`config.mk`:
```
export PLATFORM = sky130hd
export DESIGN_NAME = bcd_calendar
export DESIGN_NICKNAME = d
export VERILOG_FILES = /design/src/rtl/cal_pkg.sv /design/src/rtl/cal_prescaler.sv /design/src/rtl/cal_bcd_step.sv /design/src/rtl/cal_hour_step.sv /design/src/rtl/bcd_calendar.sv
export SDC_FILE = /design/constraint.sdc
export NUM_CORES = 1
export LEC_CHECK = 0
export ABC_AREA = 1
export ABC_CLOCK_PERIOD_IN_PS = 3400
export BUFFER_PORTS_ARGS = -buffer_cell sky130_fd_sc_hd__buf_4
export CORE_ASPECT_RATIO = 0.5
export CORE_MARGIN = 4
export CORE_UTILIZATION = 25
export CTS_CLUSTER_DIAMETER = 30
export DETAILED_ROUTE_END_ITERATION = 6
export GPL_TIMING_DRIVEN = 0
export SETUP_SLACK_MARGIN = 0.02
export SLEW_MARGIN = 20
export SYNTH_ARGS = -nofsm -noshare
export SYNTH_HDL_FRONTEND = slang
export SYNTH_SLANG_ARGS = --single-unit
```
`constraint.sdc`:
```
create_clock -name clk -period 3.4 [get_ports clk]
set_input_delay 1.02 -clock clk [delete_from_list [all_inputs] [get_ports clk]]
set_output_delay 1.02 -clock clk [all_outputs]
set_load 0.1 [all_outputs]
```
`src/rtl/cal_pkg.sv`:
```
package cal_pkg;

   // carry ripple position: which field updates on the next edge
   typedef enum logic [2:0] {
      ST_IDLE = 3'd0,
      ST_MIN  = 3'd1,
      ST_HOUR = 3'd2,
      ST_DAY  = 3'd3,
      ST_MON  = 3'd4,
      ST_YEAR = 3'd5
   } ripple_stage_e;

   localparam int unsigned FIELD_W = 8;

   // bits kept on a host write
   localparam logic [FIELD_W-1:0] SEC_KEEP  = 8'h7F;
   localparam logic [FIELD_W-1:0] MIN_KEEP  = 8'h7F;
   localparam logic [FIELD_W-1:0] HOUR_KEEP = 8'h3F;
   localparam logic [FIELD_W-1:0] WDAY_KEEP = 8'h07;
   localparam logic [FIELD_W-1:0] DAY_KEEP  = 8'h3F;
   localparam logic [FIELD_W-1:0] MON_KEEP  = 8'h9F;
   localparam logic [FIELD_W-1:0] YEAR_KEEP = 8'hFF;

   localparam int unsigned CENTURY_BIT = 7;
   localparam int unsigned PM_BIT      = 5;

   // two-digit BCD year divisible by four: (10*t + o) mod 4 == (2*t + o) mod 4
   function automatic logic leap_year(input logic [7:0] yr);
      logic [5:0] s;
      s = {1'b0, yr[7:4], 1'b0} + {2'b00, yr[3:0]};
      return (s[1:0] == 2'b00);
   endfunction

   // last day of a BCD month, itself in BCD
   function automatic logic [7:0] month_len(input logic [4:0] mon, input logic leap);
      logic [7:0] r;
      case (mon)
         5'h02:                      r = leap ? 8'h29 : 8'h28;
         5'h04, 5'h06, 5'h09, 5'h11: r = 8'h30;
         default:                    r = 8'h31;
      endcase
      return r;
   endfunction

endpackage

```
`src/rtl/cal_prescaler.sv`:
```
module cal_prescaler #(
   parameter int unsigned DIV = 32768
) (
   input  logic clk,
   input  logic rst_n,
   input  logic tick_i,
   input  logic clr_i,
   output logic stb_o
);
   localparam int unsigned CW      = (DIV > 1) ? $clog2(DIV) : 1;
   localparam bit          IS_POW2 = ((DIV & (DIV - 1)) == 0);
   localparam logic [CW-1:0] LAST  = CW'(DIV - 1);

   initial begin
      if (DIV < 2) $fatal(1, "cal_prescaler: DIV must be at least 2");
   end

   logic [CW-1:0] cnt_q;

   generate
      if (IS_POW2) begin : g_pow2
         // free-running counter wraps on its own width
         always_ff @(posedge clk or negedge rst_n) begin
            if (!rst_n)      cnt_q <= '0;
            else if (clr_i)  cnt_q <= '0;
            else if (tick_i) cnt_q <= cnt_q + 1'b1;
         end
         assign stb_o = tick_i && !clr_i && (&cnt_q);
      end else begin : g_cmp
         always_ff @(posedge clk or negedge rst_n) begin
            if (!rst_n)      cnt_q <= '0;
            else if (clr_i)  cnt_q <= '0;
            else if (tick_i) cnt_q <= (cnt_q == LAST) ? '0 : cnt_q + 1'b1;
         end
         assign stb_o = tick_i && !clr_i && (cnt_q == LAST);
      end
   endgenerate

   // a host write restarts the prescaler
   p_restart_r9: assert property (@(posedge clk) disable iff (!rst_n)
      clr_i |=> (cnt_q == '0));

endmodule

```
`src/rtl/cal_bcd_step.sv`:
```
module cal_bcd_step #(
   parameter int unsigned DIGITS = 2
) (
   input  logic [4*DIGITS-1:0] cur_i,
   input  logic [4*DIGITS-1:0] lo_i,
   input  logic [4*DIGITS-1:0] hi_i,
   output logic [4*DIGITS-1:0] nxt_o,
   output logic                wrap_o
);
   localparam int unsigned W = 4 * DIGITS;

   initial begin
      if (DIGITS < 1) $fatal(1, "cal_bcd_step: DIGITS must be at least 1");
   end

   logic [DIGITS-1:0] cy;
   logic [W-1:0]      inc;

   assign cy[0] = 1'b1;

   generate
      for (genvar d = 0; d < DIGITS; d++) begin : g_dig
         logic [3:0] dig;
         assign dig          = cur_i[4*d +: 4];
         assign inc[4*d +: 4] = cy[d] ? ((dig == 4'd9) ? 4'd0 : dig + 4'd1) : dig;
         if (d + 1 < DIGITS) begin : g_cy
            assign cy[d+1] = cy[d] && (dig == 4'd9);
         end
      end
   endgenerate

   // at or above the limit (including out-of-range loads) restart at the floor
   assign wrap_o = (cur_i >= hi_i);
   assign nxt_o  = wrap_o ? lo_i : inc;

endmodule

```
`src/rtl/cal_hour_step.sv`:
```
module cal_hour_step
   import cal_pkg::*;
(
   input  logic [7:0] hour_i,
   input  logic       mode_24h_i,
   output logic [7:0] nxt_o,
   output logic       day_cy_o
);
   logic [7:0] nx24, nx12;
   logic       wr24, wr12;
   logic       pm;
   logic       unused_hour;

   assign pm = hour_i[PM_BIT];

   cal_bcd_step #(.DIGITS(2)) u_step24 (
      .cur_i (hour_i),
      .lo_i  (8'h00),
      .hi_i  (8'h23),
      .nxt_o (nx24),
      .wrap_o(wr24)
   );

   cal_bcd_step #(.DIGITS(2)) u_step12 (
      .cur_i ({3'b000, hour_i[4:0]}),
      .lo_i  (8'h01),
      .hi_i  (8'h12),
      .nxt_o (nx12),
      .wrap_o(wr12)
   );

   assign unused_hour = ^{nx12[7:5], wr12};

   always_comb begin
      if (mode_24h_i) begin
         nxt_o    = nx24;
         day_cy_o = wr24;
      end else if (hour_i[4:0] == 5'h11) begin
         // 11 -> 12 flips the half of the day; only the evening one ends the day
         nxt_o    = {2'b00, ~pm, 5'h12};
         day_cy_o = pm;
      end else begin
         nxt_o    = {2'b00, pm, nx12[4:0]};
         day_cy_o = 1'b0;
      end
   end

endmodule

```
`src/rtl/bcd_calendar.sv`:
```
module bcd_calendar
   import cal_pkg::*;
#(
   parameter int unsigned TICKS_PER_SEC = 32768,
   parameter int unsigned WDAY_LAST     = 6
) (
   input  logic       clk,
   input  logic       rst_n,
   input  logic       tick_en,
   input  logic       mode_24h,
   input  logic       load_en,
   input  logic [7:0] ld_sec,
   input  logic [7:0] ld_min,
   input  logic [7:0] ld_hour,
   input  logic [7:0] ld_wday,
   input  logic [7:0] ld_day,
   input  logic [7:0] ld_month,
   input  logic [7:0] ld_year,
   output logic [7:0] sec_o,
   output logic [7:0] min_o,
   output logic [7:0] hour_o,
   output logic [7:0] wday_o,
   output logic [7:0] day_o,
   output logic [7:0] month_o,
   output logic [7:0] year_o,
   output logic       holdoff_o
);
   // a full ripple takes five cycles after the seconds step; it must end before the next step
   localparam int unsigned RIPPLE_CYCLES = 5;
   localparam logic [7:0]  WDAY_TOP      = 8'(WDAY_LAST);

   initial begin
      if (TICKS_PER_SEC < RIPPLE_CYCLES + 3)
         $fatal(1, "bcd_calendar: TICKS_PER_SEC too small for the carry ripple");
      if (WDAY_LAST < 1 || WDAY_LAST > 7)
         $fatal(1, "bcd_calendar: WDAY_LAST must fit the 3-bit weekday field");
   end

   logic [7:0] sec_q, min_q, hour_q, wday_q, day_q, mon_q, year_q;
   ripple_stage_e stage_q;
   logic sec_stb;

   cal_prescaler #(.DIV(TICKS_PER_SEC)) u_presc (
      .clk   (clk),
      .rst_n (rst_n),
      .tick_i(tick_en),
      .clr_i (load_en),
      .stb_o (sec_stb)
   );

   logic [7:0] sec_nx, min_nx, hour_nx, day_nx, mon_nx, year_nx, wday_nx;
   logic       sec_wr, min_wr, day_cy, day_wr, mon_wr, year_wr;
   logic [7:0] day_top;
   logic       unused_mon;

   cal_bcd_step #(.DIGITS(2)) u_sec (
      .cur_i(sec_q), .lo_i(8'h00), .hi_i(8'h59), .nxt_o(sec_nx), .wrap_o(sec_wr));

   cal_bcd_step #(.DIGITS(2)) u_min (
      .cur_i(min_q), .lo_i(8'h00), .hi_i(8'h59), .nxt_o(min_nx), .wrap_o(min_wr));

   cal_hour_step u_hour (
      .hour_i(hour_q), .mode_24h_i(mode_24h), .nxt_o(hour_nx), .day_cy_o(day_cy));

   assign day_top = month_len(mon_q[4:0], leap_year(year_q));

   cal_bcd_step #(.DIGITS(2)) u_day (
      .cur_i(day_q), .lo_i(8'h01), .hi_i(day_top), .nxt_o(day_nx), .wrap_o(day_wr));

   cal_bcd_step #(.DIGITS(2)) u_mon (
      .cur_i({3'b000, mon_q[4:0]}), .lo_i(8'h01), .hi_i(8'h12),
      .nxt_o(mon_nx), .wrap_o(mon_wr));

   cal_bcd_step #(.DIGITS(2)) u_year (
      .cur_i(year_q), .lo_i(8'h00), .hi_i(8'h99), .nxt_o(year_nx), .wrap_o(year_wr));

   assign unused_mon = ^mon_nx[7:5];
   assign wday_nx    = (wday_q >= WDAY_TOP) ? 8'h00 : wday_q + 8'h01;

   always_ff @(posedge clk or negedge rst_n) begin
      if (!rst_n) begin
         sec_q   <= 8'h00;
         min_q   <= 8'h00;
         hour_q  <= 8'h00;
         wday_q  <= 8'h00;
         day_q   <= 8'h01;
         mon_q   <= 8'h01;
         year_q  <= 8'h00;
         stage_q <= ST_IDLE;
      end else if (load_en) begin
         sec_q   <= ld_sec   & SEC_KEEP;
         min_q   <= ld_min   & MIN_KEEP;
         hour_q  <= ld_hour  & HOUR_KEEP;
         wday_q  <= ld_wday  & WDAY_KEEP;
         day_q   <= ld_day   & DAY_KEEP;
         mon_q   <= ld_month & MON_KEEP;
         year_q  <= ld_year  & YEAR_KEEP;
         stage_q <= ST_IDLE;
      end else begin
         unique case (stage_q)
            ST_IDLE: if (sec_stb) begin
               sec_q <= sec_nx;
               if (sec_wr) stage_q <= ST_MIN;
            end
            ST_MIN: begin
               min_q   <= min_nx;
               stage_q <= min_wr ? ST_HOUR : ST_IDLE;
            end
            ST_HOUR: begin
               hour_q  <= hour_nx;
               stage_q <= day_cy ? ST_DAY : ST_IDLE;
            end
            ST_DAY: begin
               wday_q  <= wday_nx;
               day_q   <= day_nx;
               stage_q <= day_wr ? ST_MON : ST_IDLE;
            end
            ST_MON: begin
               mon_q   <= {mon_q[CENTURY_BIT], 2'b00, mon_nx[4:0]};
               stage_q <= mon_wr ? ST_YEAR : ST_IDLE;
            end
            ST_YEAR: begin
               year_q  <= year_nx;
               if (year_wr) mon_q[CENTURY_BIT] <= ~mon_q[CENTURY_BIT];
               stage_q <= ST_IDLE;
            end
            default: stage_q <= ST_IDLE;
         endcase
      end
   end

   assign sec_o     = sec_q;
   assign min_o     = min_q;
   assign hour_o    = hour_q;
   assign wday_o    = wday_q;
   assign day_o     = day_q;
   assign month_o   = mon_q;
   assign year_o    = year_q;
   assign holdoff_o = (stage_q != ST_IDLE);

   // seconds move only on a prescaler step or a host write
   p_quiet_sec_r2: assert property (@(posedge clk) disable iff (!rst_n)
      (!sec_stb && !load_en) |=> $stable(sec_q));

   // no seconds step lands while a ripple is in flight
   p_ripple_no_step_r10: assert property (@(posedge clk) disable iff (!rst_n)
      (holdoff_o && !load_en) |=> $stable(sec_q));

   // 23 wraps to 00 and hands a carry to the day
   p_day_carry_r4: assert property (@(posedge clk) disable iff (!rst_n)
      (stage_q == ST_HOUR && mode_24h && hour_q == 8'h23 && !load_en)
      |=> (hour_q == 8'h00 && stage_q == ST_DAY));

   // 11 in the evening becomes 12 in the morning with a day carry
   p_midnight12_r5: assert property (@(posedge clk) disable iff (!rst_n)
      (stage_q == ST_HOUR && !mode_24h && hour_q == 8'h31 && !load_en)
      |=> (hour_q == 8'h12 && stage_q == ST_DAY));

   // year 99 -> 00 flips the century flag
   p_century_flip_r7: assert property (@(posedge clk) disable iff (!rst_n)
      (stage_q == ST_YEAR && year_q == 8'h99 && !load_en)
      |=> (year_q == 8'h00 && mon_q[CENTURY_BIT] != $past(mon_q[CENTURY_BIT])));

   // weekday wraps from its last value to zero
   p_wday_wrap_r8: assert property (@(posedge clk) disable iff (!rst_n)
      (stage_q == ST_DAY && wday_q == WDAY_TOP && !load_en) |=> (wday_q == 8'h00));

   // a host write cancels the ripple
   p_load_abort_r9: assert property (@(posedge clk) disable iff (!rst_n)
      load_en |=> !holdoff_o);

endmodule

```
==> qor.txt <==
Status - finished clean
Max cap viols - 0
Post-synthesis mux area share - 0%
Overall Global Routing Usage - 12.98%
Cells after synthesis - 617
Critical Path Fanout Max - 5
Placed instance area - 0.005445 mm^2
Adder-Cell Fraction of Synth Area - 3.975%
Width of the die - 195.8 um
CTS clock-pin slew for the worst setup and hold paths - 60 ps
H-tree Lvls - 3
Post-CTS sizing - 0
1st-pass router iterations - 5
Pin count of the biggest net entering global routing - 73
Final Cell Area - 0.005727 mm^2
Syn. warnings - 0
Max Clock Skew - 5.380 ps
Die area - 0.01994 mm^2
Post-synthesis sequential area ratio - 40.94%
Routed WL per cell - 13.43 um
Comb pwr share - 49.3%
Xor/xnor share of the synthesized area - 2.584%
Post-CTS Hold Buffers - 0
Crit path required time - 2380 ps
Period minus WS final - 2674 ps
Largest family of logic cells by synthesized area - simple AND/OR/NAND/NOR gates
Worst slew pin tran - 956.5 ps
WL final - 12910 um
Mapped Avg Cell Area - 7.142 um^2
Hold Vio Cnt, Final - 0
Leakage - 2.880 nW
Share of cells above drive strength 1 - 22.21%
Synth async-reset ratio - 100.0%
Unrepaired setup endpoints after global routing - no
WS Path Type - reg -> out
Initial antenna violation count - 0
Pwr Total - 4.215 mW
I/O pin count - 118
# diodes - 0
Most frequent cells in the layout - nand2_1, buf_4, dfrtp_1, nor2_1, inv_1
Critical Path Sink Type - output pin
Crit-path leading delay family - simple AND/OR/NAND/NOR gates
Hold Crit Class - reg -> reg
Synthesized flop and latch total - 72
Area grow syn2layout - 29.95%
CTS Sinks - 72
Fmax - 0.3739 GHz
Worst rel slew slack - 36.24%
Worst path buffer plus inverter count - 3
Sw Share - 51.40%
Endpoints failing setup - 0
EDFF count, synth - 0
Root Buffer - clkbuf_16
Clock power frac - 22.0%
DPL Wire Length - 9842 um
Cell count after placement - 945
Final ANT Viol Nets - 0
CP Cell Sequence - nor2_1, inv_2, nor2_1, inv_2, buf_4
Die Span Y - 101.9 um
Simple-gate area share of the yosys netlist - 31.86%
PwrDens - 736.0 mW/mm^2
Gpl congestion - 0.8901
Setup TNS - 0 ps
Multi-input gate area - 0.002218 mm^2
Later-pin clock latency in the skew report - 330 ps
Gr ovfl total - 0
DR iter-0 viols - 316
Startpoint Class - register
First-pass GRT wire length - 20880 um
Hold Slack - 489.1 ps
Most common cell after layout, fill and taps aside - nand2_1
Inserted Clock Buffers - 9
Post-synth top flop - dfrtp_1
Synth Area in Compound Gates - 11.75%
Layout net count - 804
Switching pwr - 2.167 mW
Total vias in the final route - 4303
I/O Buffers - 100
Bufs on Longest Clock Path - 2
Cell-internal power - 2.048 mW
Pins over their slew limit - 0
Number of remaining DRC errors - 0
Core Footprint - 0.01680 mm^2
Max incr delay on CP - 420 ps
Post CTS Setup Buffer Count - 0
Via-to-Cell Ratio - 4.478
Synth unique cells - 40
CTS tree - done
Final std cells w/o fill - 961
Slowest CP cell - dfrtp_1
Register Area - 0.001804 mm^2
# fillers - 1764
Post-Syn Area - 0.004407 mm^2
Rows - 33
Fin crit share - 78.65%
Crit path arrival time - 1650 ps
Starting density of the core - 26.22%
Seq pwr share - 28.7%
Vias in the first global route - 4179
VDD IR max - 0.4911 mV
## Yosys cell counts, types with 9 or more instances
| cell type | count | area (um^2) |
|---|---|---|
| dfrtp_1 | 70 | 1752 |
| xor2_1 | 9 | 78.83 |
| o21ai_1 | 26 | 130.1 |
| ha_1 | 14 | 175.2 |
| nor3_1 | 11 | 55.05 |
| nand3_1 | 45 | 225.2 |
| nand4_1 | 16 | 100.1 |
| inv_1 | 56 | 210.2 |
| a21oi_1 | 24 | 120.1 |
| o21ai_0 | 28 | 140.1 |
| nand2_1 | 170 | 638.1 |
| nor2_1 | 69 | 259.0 |
| inv_2 | 22 | 82.58 |
## flip-flops by register name, summed over array words and instances (netlist names)
name and cells:
sec_o 8, min_o 8, wday_o 8, stage_q 3, month_o 6, day_o 8
hour_o 8, year_o 8, u_presc.cnt_q 15
## per-layer routing
layer,vias up,wire length [um],part of all wire [%],track usage [%]
met2,90,5998,46,21.34
met3,9,525,4.1,2.800
met5,-,0,0,0
met4,0,156,1.2,3.592
met1,1981,6225,48,17.59
li1,2223,-,-,-
## power by group through the flow
stage          Sequential, mW  Clock (mW)  Combinational [mW]
2_1_floorplan            2.21           0               0.598
3_3_place_gp             1.22           0                2.07
3_5_place_dp             1.22           0                2.09
4_1_cts                  1.21       0.952                2.09
5_1_grt                  1.24       0.990                2.22
6_report                 1.21       0.927                2.08
## path summary, 6_finish.rpt
check,startpoint,endpoint,slack (ps),cells after the start
max reg2reg,month_o[0],day_o[5],890,14
min reg2reg,u_presc.cnt_q[12],u_presc.cnt_q[12],490,1
min in group asynchronous,rst_n,u_presc.cnt_q[12],850,1
min,u_presc.cnt_q[12],u_presc.cnt_q[12],490,1
max,stage_q[0],holdoff_o,730,5
max in group asynchronous,rst_n,year_o[7],1950,1
## area by class of cell
type / count / area share (%)
Clock buffer: 12 / 4.129
Multi-Input combinational cell: 452 / 38.74
Clock inverter: 4 / 0.7865
Inverter: 79 / 5.178
Sequential cell: 72 / 31.51
Tap cell: 227 / 4.960
Timing Repair Buffer: 100 / 13.11
Buffer: 15 / 1.595
## through the flow
step           worst slack [ps]  utilization [%]
5_1_grt                   601.9            34.08
3_5_place_dp              869.4            32.40
3_3_place_gp              902.8            32.40
2_1_floorplan             599.2                -
4_1_cts                   736.2            34.08
6_report                  725.8            34.08
## logic make-up (layout without fill, tap and decap cells)
kind of cell | count (synthesis) | after routing
and+or+nand+nor | 328 | 328
buffers and inverters | 94 | 210
DFF | 72 | 72
other | 1 | 2
adders and majority gates | 14 | 14
AOI/OAI and AO/OA | 95 | 95
xor gates and xnor gates | 13 | 13
(Power assumes the default switching activity.)
